[src/rtl/hitpack_pkg.sv]
package hitpack_pkg;

    localparam int WORD_W   = 16;
    localparam int VAL_W    = 12;
    localparam int CHN_BITS = WORD_W - VAL_W;
    localparam int NCH_DEF  = 16;

    localparam logic [WORD_W-1:0] TAG_OPEN  = 16'h7186;
    localparam logic [WORD_W-1:0] TAG_CLOSE = 16'hF186;

    typedef enum logic [2:0] {
        PH_IDLE = 3'd0,
        PH_TAG  = 3'd1,
        PH_MASK = 3'd2,
        PH_DATA = 3'd3,
        PH_END  = 3'd4
    } phase_t;

    function automatic logic [WORD_W-1:0] pack_word(
        input logic [CHN_BITS-1:0] ch,
        input logic [VAL_W-1:0]    val
    );
        return {ch, val};
    endfunction

endpackage

[src/rtl/hitpack_capture.sv]
module hitpack_capture
    import hitpack_pkg::*;
#(
    parameter int NCH   = NCH_DEF,
    parameter int RAW_W = VAL_W
) (
    input  logic                 clk,
    input  logic                 rst,
    input  logic                 load,
    input  logic                 clr_en,
    input  logic [NCH-1:0]       pend_next,
    input  logic [NCH-1:0]       mask_in,
    input  logic [NCH*RAW_W-1:0] vals_in,
    output logic [NCH-1:0]       mask_q,
    output logic [NCH-1:0]       pend_q,
    output logic [VAL_W-1:0]     vals_q [NCH]
);

    logic [VAL_W-1:0] trunc [NCH];

    for (genvar i = 0; i < NCH; i++) begin : g_chan
        if (RAW_W >= VAL_W) begin : g_cut
            assign trunc[i] = vals_in[i*RAW_W +: VAL_W];
        end else begin : g_ext
            assign trunc[i] = VAL_W'(vals_in[i*RAW_W +: RAW_W]);
        end

        always_ff @(posedge clk) begin
            if (rst) begin
                vals_q[i] <= '0;
            end else if (load) begin
                vals_q[i] <= trunc[i];
            end
        end
    end

    always_ff @(posedge clk) begin
        if (rst) begin
            mask_q <= '0;
            pend_q <= '0;
        end else if (load) begin
            mask_q <= mask_in;
            pend_q <= mask_in;
        end else if (clr_en) begin
            pend_q <= pend_next;
        end
    end

endmodule

[src/rtl/hitpack_scan.sv]
module hitpack_scan
    import hitpack_pkg::*;
#(
    parameter int NCH = NCH_DEF,
    localparam int CH_W = (NCH > 1) ? $clog2(NCH) : 1
) (
    input  logic [NCH-1:0]  pending,
    output logic            any,
    output logic [CH_W-1:0] idx,
    output logic [NCH-1:0]  pend_next,
    output logic            rest_empty
);

    always_comb begin
        idx = '0;
        for (int i = NCH - 1; i >= 0; i--) begin
            if (pending[i]) begin
                idx = CH_W'(i);
            end
        end
    end

    assign any        = |pending;
    assign pend_next  = pending & ~(NCH'(1) << idx);
    assign rest_empty = ~|pend_next;

endmodule

[src/rtl/hitpack_seq.sv]
module hitpack_seq
    import hitpack_pkg::*;
(
    input  logic   clk,
    input  logic   rst,
    input  logic   start_req,
    input  logic   pend_any,
    input  logic   rest_empty,
    input  logic   out_ready,
    output phase_t phase,
    output logic   load,
    output logic   data_fire,
    output logic   out_valid,
    output logic   busy
);

    phase_t phase_nx;
    logic   fire;

    assign out_valid = (phase != PH_IDLE);
    assign busy      = (phase != PH_IDLE);
    assign load      = start_req && (phase == PH_IDLE);
    assign fire      = out_valid && out_ready;
    assign data_fire = fire && (phase == PH_DATA);

    always_comb begin
        phase_nx = phase;
        case (phase)
            PH_IDLE: if (load) phase_nx = PH_TAG;
            PH_TAG:  if (fire) phase_nx = PH_MASK;
            PH_MASK: if (fire) phase_nx = pend_any ? PH_DATA : PH_END;
            PH_DATA: if (fire && rest_empty) phase_nx = PH_END;
            PH_END:  if (fire) phase_nx = PH_IDLE;
            default: phase_nx = PH_IDLE;
        endcase
    end

    always_ff @(posedge clk) begin
        if (rst) begin
            phase <= PH_IDLE;
        end else begin
            phase <= phase_nx;
        end
    end

endmodule

[src/rtl/hitpack_packer.sv]
module hitpack_packer
    import hitpack_pkg::*;
#(
    parameter int NCH   = NCH_DEF,
    parameter int RAW_W = VAL_W
) (
    input  logic                 clk,
    input  logic                 rst,
    input  logic                 evt_stb,
    input  logic [NCH-1:0]       hit_mask,
    input  logic [NCH*RAW_W-1:0] conv_vals,
    input  logic                 out_ready,
    output logic                 out_valid,
    output logic [WORD_W-1:0]    out_data,
    output logic                 busy
);

    localparam int CH_W = (NCH > 1) ? $clog2(NCH) : 1;

    phase_t           phase;
    logic             load;
    logic             data_fire;
    logic             pend_any;
    logic             rest_empty;
    logic [CH_W-1:0]  idx;
    logic [NCH-1:0]   pend_next;
    logic [NCH-1:0]   mask_q;
    logic [NCH-1:0]   pend_q;
    logic [VAL_W-1:0] vals_q [NCH];

    hitpack_capture #(.NCH(NCH), .RAW_W(RAW_W)) u_cap (
        .clk      (clk),
        .rst      (rst),
        .load     (load),
        .clr_en   (data_fire),
        .pend_next(pend_next),
        .mask_in  (hit_mask),
        .vals_in  (conv_vals),
        .mask_q   (mask_q),
        .pend_q   (pend_q),
        .vals_q   (vals_q)
    );

    hitpack_scan #(.NCH(NCH)) u_scan (
        .pending   (pend_q),
        .any       (pend_any),
        .idx       (idx),
        .pend_next (pend_next),
        .rest_empty(rest_empty)
    );

    hitpack_seq u_seq (
        .clk       (clk),
        .rst       (rst),
        .start_req (evt_stb),
        .pend_any  (pend_any),
        .rest_empty(rest_empty),
        .out_ready (out_ready),
        .phase     (phase),
        .load      (load),
        .data_fire (data_fire),
        .out_valid (out_valid),
        .busy      (busy)
    );

    always_comb begin
        case (phase)
            PH_TAG:  out_data = TAG_OPEN;
            PH_MASK: out_data = WORD_W'(mask_q);
            PH_DATA: out_data = pack_word(CHN_BITS'(idx), vals_q[idx]);
            PH_END:  out_data = TAG_CLOSE;
            default: out_data = '0;
        endcase
    end

endmodule

[config.mk]
export PLATFORM = sky130hd
export DESIGN_NAME = hitpack_packer
export DESIGN_NICKNAME = d
export VERILOG_FILES = /design/src/rtl/hitpack_pkg.sv /design/src/rtl/hitpack_capture.sv /design/src/rtl/hitpack_scan.sv /design/src/rtl/hitpack_seq.sv /design/src/rtl/hitpack_packer.sv
export SDC_FILE = /design/constraint.sdc
export NUM_CORES = 1
export LEC_CHECK = 0
export BUFFER_PORTS_ARGS = -buffer_cell sky130_fd_sc_hd__buf_2
export CAP_MARGIN = 20
export CORE_ASPECT_RATIO = 0.5
export CORE_MARGIN = 4
export CORE_UTILIZATION = 49
export CTS_CLUSTER_DIAMETER = 80
export DETAILED_ROUTE_END_ITERATION = 10
export GPL_TIMING_DRIVEN = 0
export PLACE_DENSITY = 0.85
export REMOVE_ABC_BUFFERS = 1
export SLEW_MARGIN = 20
export SYNTH_ARGS = -nofsm -noshare
export SYNTH_HDL_FRONTEND = slang
export SYNTH_SLANG_ARGS = --single-unit
[constraint.sdc]
create_clock -name clk -period 2.57 [get_ports clk]
set_clock_uncertainty 0.1 [all_clocks]
set_input_delay 0.3855 -clock clk [delete_from_list [all_inputs] [get_ports clk]]
set_output_delay 0.3855 -clock clk [all_outputs]
set_load 0.005 [all_outputs]
==> impl_metrics.ini <==
[yosys]
synth_ff_type = dfxtp_1
yosysTopAreaCell = dfxtp_1
yosysUniqueCellTypes = 54
ys_top_cells_by_area = dfxtp_1 (45%), nand2_1 (18%), a21oi_1 (16%), o221ai_1 (4.6%), clkbuf_1 (3.8%)
ys_warn_count = 0
netlist.area_leader.share = 0.455
ys_seq_area_frac = 0.455
postSynthCellCount = 1366
synth_area_per_cell_um2 = 7.31
synthArstFlopShare = 0
synth_seq_cells = 227
syn_area_um2 = 9990
synth-edff-count = 0

[die]
start_util = 0.506
ios = 230
die_y_um = 109
die_area_um2 = 22900
fp-row-count = 36
core_area_um2 = 19700
die_x_um = 210

[timing]
slew_headroom = 0.593
hold_viol_final = 1
min_period_ps = 3590
setup_violations = 22
worst_pin_slew_ps = 610
finalWorstSetupSlack_ps = -1020
finalCritPeriodShare = 1.40
whs_ps = -0.291
rsz0062_at_grt = true
clock.fmax_mhz = 279
drv_slew = 0

[grt]
grt-ovfl-total = 0
antenna_found_initial = 3
grt_pass1_wl_um = 57300
grt_pass1_vias = 10884
grt_start_max_net_pins = 96
track_usage = 0.312

[detailed_routing]
vias = 11893
wire_per_inst_um = 21.7
drt_pass1_iterations = 7
drc = 0
drt_iter0_drc = 1822
wl_um = 40900
antenna_left = 0
avgViaCountPerCell = 6.33

[setup_path]
cp.required_ps = 2080
path_max_fanout = 8
start_kind = flip-flop
endpoint_kind = primary output
path_class = flip-flop to primary output
arrival_ps = 3100

[worst_hold_path]
hp-class = primary input to flip-flop

[layout]
area_growth_pct = 36.2
finalInstanceArea_um2 = 13600
layout_common_cells = nand2_1 (487), a21oi_1 (297), buf_2 (228)
layout-drive-gt1-share = 0.299
nNetsFinal = 1810
final_common_cell = nand2_1

[place]
dpl_cell_area_um2 = 11400
place.gp.congestion = 0.880
port_buffers = 229
dpl.hpwl_um = 21500

[run_status]
violations = hold timing, setup timing
run_status = finished, violations left

[flow_run]
maxCapViolations = 0

[pwr]
pwr_density_cell_nw_per_um2 = 1300
power.leakage_uw = 0.00527
ir_drop_mv = 0.715
power.total_uw = 17700

[cts]
clk_pin_slew_ps = 70
clkSinkCount = 227
cts_hold_buf = 0
ctsRootBufferMaster = clkbuf_16
cts_made_buffers = 21
clk_latency_ps = 520
cts_tree = done
h-tree-depth = 1
clock_path_buffers = 3
[synth_stat cells, drive strengths merged, types with 3 or more instances]
library cell / instances
dfxtp: 227
nor3: 16
nor2b: 4
nand2: 491
o311ai: 3
inv: 6
o22ai: 10
clkbuf: 101
o221ai: 52
nor2: 26
mux2i: 6
o211ai: 16
a31oi: 11
or3: 3
o21ai: 14
buf: 13
or2: 3
a21oi: 312
nand3: 7
nor4: 7
a211oi: 7
and3: 3
[where the power goes]
part	total (µW)	leakage (µW)	switching, µW	internal (µW)
clock network	3230	0.000343	1390	1850
logic	9700	0.00306	5840	3850
registers	4750	0.00187	569	4180
total	17700	0.00527	7800	9880
[cell type report]
cell class	instances	area, µm²
diodes	3	7.51
clock buffers	30	609
clock inverters	6	80.1
fillers	1432	6120
inverters	7	28.8
multi-input cells	1026	5730
flip-flops and latches	227	4590
well taps	266	333
repair buffers	315	2230
[per-stage QoR]
stage	setup TNS (ps)	std cells	util	worst slack, ps
global route	-18010	1880	0.690	-1050
finish	-17520	1880	0.690	-1020
floorplan	-488670	1252	-	-2490
global placement	-907490	1747	0.558	-4600
CTS	-31270	1853	0.661	-932
detailed placement	-33320	1764	0.580	-1530
[repair_timing]
item	CTS	global route
gates resized for setup	104	71
setup buffers	46	22
pin swaps	34	35
cloned	7	2
endpoints found under the setup margin	114	199
[per-layer routing]
| layer | wire [µm] | share of wire | up-vias | global-route usage |
|---|---|---|---|---|
| met5 | 0 | 0 | - | 0 |
| met4 | 2590 | 0.063 | 0 | 0.143 |
| met3 | 4870 | 0.12 | 290 | 0.0704 |
| met2 | 17900 | 0.44 | 925 | 0.507 |
| met1 | 15500 | 0.38 | 5482 | 0.401 |
| li1 | - | - | 5196 | - |
[cells by family after synthesis]
group           after synthesis  share of synthesized area
compound gates              442                      0.261
fa+ha+maj                     1                    0.00100
buf+inv                     121                     0.0484
flops                       227                      0.455
mux                           6                    0.00601
simple gates                569                      0.228
[flip-flops by register name (all words and copies together), names as in the netlist]
signal / count
u_cap.vals_q: 192
u_seq.phase: 3
u_cap.pend_q: 16
u_cap.mask_q: 16
[worst paths after layout]
kind / from / end / slack, ps / depth (start not counted)
worst max register to register: u_cap.pend_q[8] / u_seq.phase[1] / -780 / 16
worst min register to register: u_cap.vals_q[134] / u_cap.vals_q[134] / 350 / 2
worst max-delay path: u_cap.pend_q[7] / out_data[5] / -1020 / 7
worst min-delay path: conv_vals[137] / u_cap.vals_q[53] / -0.3 / 3
[critical path, cell delays in order (launching register included)]
cell and delay, ps:
dfxtp_4 380, buf_4 160, nor4_4 500, nand2_1 320
nor2_1 320, nand3_2 330, o221ai_1 380, buf_2 180
(Power assumes the default switching activity.)
